## src/rtl/atawin_pkg.sv

```systemverilog
package atawin_pkg;

  localparam int IDX_W = 4;

  typedef enum logic [1:0] {
    AM_MEM  = 2'd0,
    AM_IO16 = 2'd1,
    AM_PRI  = 2'd2,
    AM_SEC  = 2'd3
  } amode_t;

  // Legacy control-block windows; their offset is the low nibble plus 8.
  localparam int PRI_CTL_BASE = 'h3F0;
  localparam int SEC_CTL_BASE = 'h370;
  localparam logic [IDX_W-1:0] CTL_BIAS = 4'd8;

  // Local register offsets inside the folded map.
  localparam logic [IDX_W-1:0] OFF_DATA_LO = 4'h0;
  localparam logic [IDX_W-1:0] OFF_DATA_HI = 4'h8;
  localparam logic [IDX_W-1:0] OFF_ERRFEAT = 4'hD;
  localparam logic [IDX_W-1:0] OFF_CTLSTAT = 4'hE;
  localparam logic [IDX_W-1:0] OFF_DEVADDR = 4'hF;

  localparam logic [IDX_W-1:0] IDX_DATA    = 4'h0;
  localparam logic [IDX_W-1:0] IDX_ERRFEAT = 4'h1;

  localparam int SRST_BIT = 2;

  // Card-built device address byte from the select nibble.
  function automatic logic [7:0] devaddr_byte(input logic [3:0] sel);
    return {2'b11, ~sel, 2'b10};
  endfunction

endpackage

```

## src/rtl/atawin_fold.sv

```systemverilog
module atawin_fold
  import atawin_pkg::*;
#(
  parameter int ADDR_W    = 11,
  parameter int MEM_SHIFT = 10,
  parameter int MEM_BASE  = 'h400
) (
  input  logic [1:0]        mode,
  input  logic [ADDR_W-1:0] addr,
  output logic [IDX_W-1:0]  off
);

  localparam int NWIN = 2;

  logic            mem_hit;
  logic [NWIN-1:0] ctl_hit;
  logic [IDX_W-1:0] low;

  assign low     = addr[IDX_W-1:0];
  assign mem_hit = (int'(addr >> MEM_SHIFT) == (MEM_BASE >> MEM_SHIFT));

  for (genvar w = 0; w < NWIN; w++) begin : g_win
    localparam int CTL_B = (w == 0) ? PRI_CTL_BASE : SEC_CTL_BASE;
    assign ctl_hit[w] = (int'(addr[ADDR_W-1:IDX_W]) == (CTL_B >> IDX_W));
  end

  always_comb begin
    unique case (amode_t'(mode))
      AM_MEM:  off = mem_hit ? OFF_DATA_LO : low;
      AM_IO16: off = low;
      AM_PRI:  off = ctl_hit[0] ? low + CTL_BIAS : low;
      AM_SEC:  off = ctl_hit[1] ? low + CTL_BIAS : low;
      default: off = low;
    endcase
  end

endmodule

```

## src/rtl/atawin_classify.sv

```systemverilog
module atawin_classify
  import atawin_pkg::*;
(
  input  logic [IDX_W-1:0] off,
  output logic             is_data,
  output logic             is_errfeat,
  output logic             is_ctlstat,
  output logic             is_devaddr,
  output logic [IDX_W-1:0] idx
);

  always_comb begin
    is_data    = (off == OFF_DATA_LO) || (off == OFF_DATA_HI);
    is_errfeat = (off == OFF_ERRFEAT);
    is_ctlstat = (off == OFF_CTLSTAT);
    is_devaddr = (off == OFF_DEVADDR);
    if (is_data)         idx = IDX_DATA;
    else if (is_errfeat) idx = IDX_ERRFEAT;
    else                 idx = off;
  end

endmodule

```

## src/rtl/atawin_devctl.sv

```systemverilog
module atawin_devctl
  import atawin_pkg::*;
#(
  parameter int REG_W = 8
) (
  input  logic             clk,
  input  logic             rst,
  input  logic             wr_en,
  input  logic [REG_W-1:0] wdata,
  output logic [REG_W-1:0] devctl,
  output logic             card_reset
);

  always_ff @(posedge clk) begin
    if (rst) begin
      devctl     <= '0;
      card_reset <= 1'b0;
    end else begin
      card_reset <= 1'b0;
      if (wr_en) begin
        if (wdata[SRST_BIT]) begin
          devctl     <= '0;
          card_reset <= 1'b1;
        end else begin
          devctl <= wdata;
        end
      end
    end
  end


  srst_clears_chk: assert property (@(posedge clk) disable iff (rst)
    card_reset |-> (devctl == '0 && $past(wr_en)));

endmodule

```

## src/rtl/ata_window_decoder.sv

```systemverilog
module ata_window_decoder
  import atawin_pkg::*;
#(
  parameter int ADDR_W    = 11,
  parameter int DATA_W    = 16,
  parameter int REG_W     = 8,
  parameter int MEM_SHIFT = 10,
  parameter int MEM_BASE  = 'h400
) (
  input  logic              clk,
  input  logic              rst,
  input  logic [1:0]        mode,
  input  logic [ADDR_W-1:0] host_addr,
  input  logic [DATA_W-1:0] host_wdata,
  input  logic              host_rd,
  input  logic              host_wr,
  output logic [DATA_W-1:0] host_rdata,
  output logic              host_rvalid,
  output logic              tf_rd,
  output logic              tf_wr,
  output logic [3:0]        tf_index,
  output logic [DATA_W-1:0] tf_wdata,
  input  logic [DATA_W-1:0] drive_rdata,
  input  logic              drive_present,
  input  logic [REG_W-1:0]  drive_status,
  input  logic [3:0]        drive_sel,
  input  logic              pwrdn_state,
  output logic              pwrdn_clr,
  output logic              crdy_set,
  output logic [REG_W-1:0]  devctl,
  output logic              card_reset
);

  localparam int PAD_W = DATA_W - REG_W;

  logic [IDX_W-1:0] off, idx;
  logic is_data, is_errfeat, is_ctlstat, is_devaddr;
  logic acc_rd, acc_wr, wake;
  logic [REG_W-1:0] loc_byte;

  // Stage-1 read bookkeeping
  logic             rd_s1, loc_s1;
  logic [REG_W-1:0] loc_val_s1;

  atawin_fold #(
    .ADDR_W(ADDR_W), .MEM_SHIFT(MEM_SHIFT), .MEM_BASE(MEM_BASE)
  ) i_fold (
    .mode(mode), .addr(host_addr), .off(off)
  );

  atawin_classify i_class (
    .off(off), .is_data(is_data), .is_errfeat(is_errfeat),
    .is_ctlstat(is_ctlstat), .is_devaddr(is_devaddr), .idx(idx)
  );

  atawin_devctl #(.REG_W(REG_W)) i_devctl (
    .clk(clk), .rst(rst),
    .wr_en(acc_wr && is_ctlstat),
    .wdata(host_wdata[REG_W-1:0]),
    .devctl(devctl), .card_reset(card_reset)
  );

  // Writes win over a simultaneous read.
  assign acc_wr = host_wr;
  assign acc_rd = host_rd && !host_wr;
  assign wake   = acc_wr && pwrdn_state &&
                  !(is_data || is_errfeat || is_ctlstat);

  always_comb begin
    if (is_ctlstat) loc_byte = drive_present ? drive_status : '0;
    else            loc_byte = devaddr_byte(drive_sel);
  end

  // Stage 1: drive-side strobes and local read capture
  always_ff @(posedge clk) begin
    if (rst) begin
      tf_rd      <= 1'b0;
      tf_wr      <= 1'b0;
      tf_index   <= '0;
      tf_wdata   <= '0;
      pwrdn_clr  <= 1'b0;
      crdy_set   <= 1'b0;
      rd_s1      <= 1'b0;
      loc_s1     <= 1'b0;
      loc_val_s1 <= '0;
    end else begin
      tf_wr     <= acc_wr && !is_ctlstat;
      tf_rd     <= acc_rd && !(is_ctlstat || is_devaddr);
      pwrdn_clr <= wake;
      crdy_set  <= wake;
      rd_s1     <= acc_rd;
      loc_s1    <= acc_rd && (is_ctlstat || is_devaddr);
      if (acc_rd || acc_wr) tf_index <= idx;
      if (acc_wr)           tf_wdata <= host_wdata;
      if (acc_rd)           loc_val_s1 <= loc_byte;
    end
  end

  // Stage 2: read return
  always_ff @(posedge clk) begin
    if (rst) begin
      host_rvalid <= 1'b0;
      host_rdata  <= '0;
    end else begin
      host_rvalid <= rd_s1;
      if (rd_s1)
        host_rdata <= loc_s1 ? {{PAD_W{1'b0}}, loc_val_s1} : drive_rdata;
    end
  end


  one_strobe_chk: assert property (@(posedge clk) disable iff (rst)
    $onehot0({tf_rd, tf_wr}));


  wr_follows_host_chk: assert property (@(posedge clk) disable iff (rst)
    tf_wr |-> $past(host_wr));


  rvalid_latency_chk: assert property (@(posedge clk) disable iff (rst)
    host_rvalid |-> $past(host_rd && !host_wr, 2));


  wr_index_chk: assert property (@(posedge clk) disable iff (rst)
    tf_wr |-> (tf_index != OFF_DATA_HI && tf_index != OFF_ERRFEAT &&
               tf_index != OFF_CTLSTAT));


  rd_index_chk: assert property (@(posedge clk) disable iff (rst)
    tf_rd |-> (tf_index != OFF_DATA_HI && tf_index != OFF_ERRFEAT &&
               tf_index != OFF_CTLSTAT && tf_index != OFF_DEVADDR));


  wake_pair_chk: assert property (@(posedge clk) disable iff (rst)
    pwrdn_clr |-> (crdy_set && tf_wr && $past(pwrdn_state)));

endmodule

```

## config.mk

```make
export PLATFORM = sky130hd
export DESIGN_NAME = ata_window_decoder
export DESIGN_NICKNAME = d
export VERILOG_FILES = /design/src/rtl/atawin_pkg.sv /design/src/rtl/atawin_fold.sv /design/src/rtl/atawin_classify.sv /design/src/rtl/atawin_devctl.sv /design/src/rtl/ata_window_decoder.sv
export SDC_FILE = /design/constraint.sdc
export NUM_CORES = 1
export LEC_CHECK = 0
export BUFFER_PORTS_ARGS = -buffer_cell sky130_fd_sc_hd__buf_2
export CORE_ASPECT_RATIO = 0.6
export CORE_UTILIZATION = 48
export CTS_BUF_LIST = sky130_fd_sc_hd__clkbuf_8
export CTS_CLUSTER_DIAMETER = 200
export DETAILED_ROUTE_END_ITERATION = 16
export PLACE_DENSITY_LB_ADDON = 0.15
export REMOVE_ABC_BUFFERS = 1
export SLEW_MARGIN = 25
export SYNTH_ARGS = -nofsm -noshare
export SYNTH_HDL_FRONTEND = slang
export SYNTH_SLANG_ARGS = --single-unit
```

## constraint.sdc

```tcl
create_clock -name clk -period 2.61 [get_ports clk]
set_input_delay 0.522 -clock clk [delete_from_list [all_inputs] [get_ports clk]]
set_output_delay 0.522 -clock clk [all_outputs]
set_load 0.01 [all_outputs]
```

==> results by group <==
GRT
  – First-pass GRT wire length: 9.39 mm
  – Total track usage: 0.229
  – Antenna violations before repair: 0
  – Largest net degree at the start of global routing: 28
  – Total congestion overflow: 0
  – Number of global-route vias before repair: ~2,000

Placed design
  – Placed Area: ~0.0030 mm^2
  – Worst slack, placed: between 0.15 and 0.2 ns
  – Gpl congestion: just under 0.8
  – HPWL after detailed placement: just over 4 mm
  – PortBufs: around 110
  – Dpl cells: about 420

Floorplan
  – Die height: around 57 um
  – I/O pin count: approximately 110
  – Chip width: between 90 and 100 um
  – # rows: 19
  – Die area: between 0.005 and 0.006 mm^2
  – Starting Density: 0.516
  – Core area: approximately 0.0047 mm^2

Min path
  – HP Class: in2reg
  – Hold depth: 3
  – Endpoint, Worst Hold: host_rdata[8]$_SDFFE_PP0P_
  – Worst hold start: drive_rdata[8]

Pwr
  – Worst VDD drop: ~0.00036 V
  – P per Cell Area: approximately 630 mW/mm^2
  – Leakage power: about 0.0015 uW

Critical path
  – Worst R2R End: host_rdata[12]$_SDFFE_PP0P_
  – Worst Setup SP: host_addr[10]
  – Delay-heaviest family, CP: simple AND/OR/NAND/NOR gates
  – Crit path largest cell delay: 0.46 ns
  – Req. time, crit path: 2.84 ns
  – Worst reg-to-reg setup slack: between 1 and 1.5 ns
  – WS Path Type: in2reg
  – Critical Path Slowest Stage Cell: or4b_4
  – CP bufs+invs: 1
  – Arrival time at the worst endpoint: 2.22 ns
  – Reg2reg start: rd_s1$_SDFF_PP0_
  – Reg2reg path depth: 4
  – Critical path startpoint category: input port
  – Critical path depth in cells: 6
  – Crit path max fanout: 17
  – Worst Setup End Kind: flop
  – CP Cell Sequence: buf_2 -> and4b_1 -> or4b_4 -> and4_1 -> a21o_1 -> a311oi_2

STA
  – Final Critical Period: slightly below 2 ns
  – Fmax: 505 MHz
  – Max-slew violations: 0
  – Finish-stage setup viols: 0
  – Final period util: 0.759
  – Final hold viol count: 0
  – Worst Tran Pin Value: 0.675 ns
  – Final WS setup: approximately 0.63 ns
  – RSZ-0062 raised after global routing: false
  – Final setup TNS: 0 ns
  – Worst relative slew slack: 0.549
  – Max Clock Skew: 0.00690 ns

Synthesis
  – Post-synthesis adder-cell area fraction: 0
  – Asr flop ratio synth: 0
  – Post-Syn Instances: around 260
  – Largest family of logic cells by synthesized area: simple AND/OR/NAND/NOR gates
  – Synthesized area: approximately 0.0024 mm^2
  – Number of synthesized flops with an enable pin: 0
  – Yosys warns: 0
  – Synth Area in Simple Gates: 0.205
  – Synth unique cells: 39
  – Post-synthesis mux area share: 0.0985
  – Syn_area_per_cell: 9.24 um^2
  – Sequential cell area fraction in the yosys report: 0.476
  – Ys flop type: dfxtp_1
  – Post-synthesis compound-gate area fraction: 0.169
  – Synthesis-stage register bit count: 58
  – XOR/XNOR share of the synthesized area: 0.00718

Layout
  – Share of layout cells above drive strength 1: 0.373
  – Post-layout instance area: between 0.003 and 0.004 mm^2
  – Synth-to-layout area growth: 32.3%
  – Fin nets: approximately 430
  – Ant diodes: 0
  – Final cell count without fillers: ~440

CTS
  – CTS tree: yes
  – CTS H-tree lvls: 3
  – Clk_lat worst skew: approximately 0.32 ns
  – Post-CTS setup buffer count: 0
  – Num CTS Buffers: 9
  – # resized after CTS: 0
  – Hold Buf Count CTS: 0
  – Clock-pin transition on the worst setup and hold timing paths: about 0.060 ns
  – CTS Sinks: 58
  – Root Buffer: clkbuf_8
  – Clk buf depth: 2

Flow run
  – Max-Cap Viols: 0

Route
  – Antenna Nets Post-Route: 0
  – Vias after detailed routing: about 2,300
  – Residual DRC: 0
  – Vias per cell: a little over 5
  – DR pass1 iterations: 4
  – DRT iter0 DRCs: 43
  – Wire per inst: about 13 um
  – Routed WL: a little under 6 mm

Outcome
  – Status: complete, no violations
[placed cells by master (no fill, tap or decap), drive strengths merged]
master / Yosys / layout
clkinv: 1 / 2
buf: 9 / 117
or3b: 1 / 1
conb: 1 / 1
xor2: 1 / 1
nand3b: 2 / 2
nand2: 7 / 7
nand4: 12 / 12
clkbuf: 12 / 12
or4b: 1 / 1
a211oi: 12 / 12
a22oi: 2 / 2
nor4: 1 / 1
a31o: 1 / 1
nand3: 2 / 2
xnor2: 1 / 1
nand2b: 1 / 1
nor2b: 18 / 18
and4b: 1 / 1
o21a: 2 / 2
and4: 1 / 1
nor3b: 2 / 2
or2: 1 / 1
a21oi: 20 / 20
o211ai: 1 / 1
bufinv: 0 / 1
o31ai: 7 / 7
dfxtp: 58 / 58
a21o: 5 / 5
a311oi: 4 / 4
o311ai: 1 / 1
nor2: 46 / 46
o21bai: 1 / 1
o21ai: 2 / 2
and3: 2 / 2
mux2i: 24 / 24
inv: 1 / 2
[per-layer routing]
| layer | share of wire | GRT usage |
|---|---|---|
| met2 | 0.41 | 0.333 |
| met4 | 0.011 | 0.0989 |
| met3 | 0.091 | 0.0960 |
| met5 | 0 | 0 |
| met1 | 0.49 | 0.299 |
[per-stage QoR]
| stage | utilization | hold WS, ns | power (uW) |
|---|---|---|---|
| 6_report | 0.682 | 0.423 | 2040 |
| 5_1_grt | 0.682 | 0.419 | 2120 |
| 4_1_cts | 0.682 | 0.407 | 2060 |
| 3_5_place_dp | 0.639 | 0.456 | 1220 |
| 3_3_place_gp | 0.639 | 0.450 | 1210 |
| 2_1_floorplan | - | 0.430 | 1080 |
[cells in the mapped netlist, types with 3 or more instances]
| cell | number | area share |
|---|---|---|
| dfxtp_1 | 58 | 0.48 |
| clkbuf_1 | 12 | 0.018 |
| buf_2 | 3 | 0.0062 |
| a21o_1 | 5 | 0.015 |
| mux2i_1 | 24 | 0.098 |
| a211oi_1 | 12 | 0.037 |
| buf_1 | 3 | 0.0046 |
| nand2_1 | 7 | 0.011 |
| nor2_1 | 46 | 0.071 |
| nand4_1 | 12 | 0.031 |
| o31ai_1 | 7 | 0.022 |
| a311oi_2 | 4 | 0.025 |
| nor2b_1 | 18 | 0.046 |
| a21oi_1 | 20 | 0.041 |
[final cells by class]
cell class / count / area [um^2]
clock buffers: 12 / 165
clock inverters: 3 / 38.8
fillers: 420 / 1500
inverters: 2 / 7.51
multi-input cells: 183 / 1180
flip-flops and latches: 58 / 1160
well taps: 63 / 78.8
repair buffers: 117 / 601
[worst register-to-register path, cell delays in order (launching register included)]
cell and delay [ns]:
dfxtp_1 0.30, buf_4 0.26, nor2b_1 0.47, a21oi_1 0.13, nor2_1 0.12
[kinds of logic (layout without fill, tap and decap cells)]
family                    count (synthesis)  after routing
AOI/OAI and AO/OA                        58             58
xor gates and xnor gates                  2              2
buffers and inverters                    23            134
DFF                                      58             58
muxes                                    24             24
other                                     1              1
and+or+nand+nor                          98             98
[power breakdown]
| group | leakage [uW] | internal, uW | total (uW) | switching, uW |
|---|---|---|---|---|
| sequential | 0.000475 | 926 | 944 | 18.8 |
| combinational | 0.000936 | 114 | 254 | 140 |
| clock | 0.000110 | 509 | 839 | 330 |
| total | 0.00152 | 1550 | 2040 | 488 |
[how the worst max path moves through the flow]
| stage | to | slack [ns] |
|---|---|---|
| after CTS | loc_val_s1[5]$_SDFFE_PP0P_ | 0.51 |
| after floorplan | loc_val_s1[2]$_SDFFE_PP0P_ | 0.60 |
| after global placement | loc_val_s1[5]$_SDFFE_PP0P_ | 0.26 |
| after detailed placement | loc_val_s1[5]$_SDFFE_PP0P_ | 0.18 |
| after global routing | loc_val_s1[5]$_SDFFE_PP0P_ | 0.54 |
| final | loc_val_s1[5]$_SDFFE_PP0P_ | 0.63 |
[flip-flops by register name (all words and copies together), names as in the netlist]
register             count
loc_val_s1               8
i_devctl.devctl          7
host_rdata              16
crdy_set                 1
host_rvalid              1
i_devctl.card_reset      1
tf_wdata                16
tf_index                 4
loc_s1                   1
tf_rd                    1
tf_wr                    1
rd_s1                    1
Note: power is estimated with default switching activity, not from simulation.
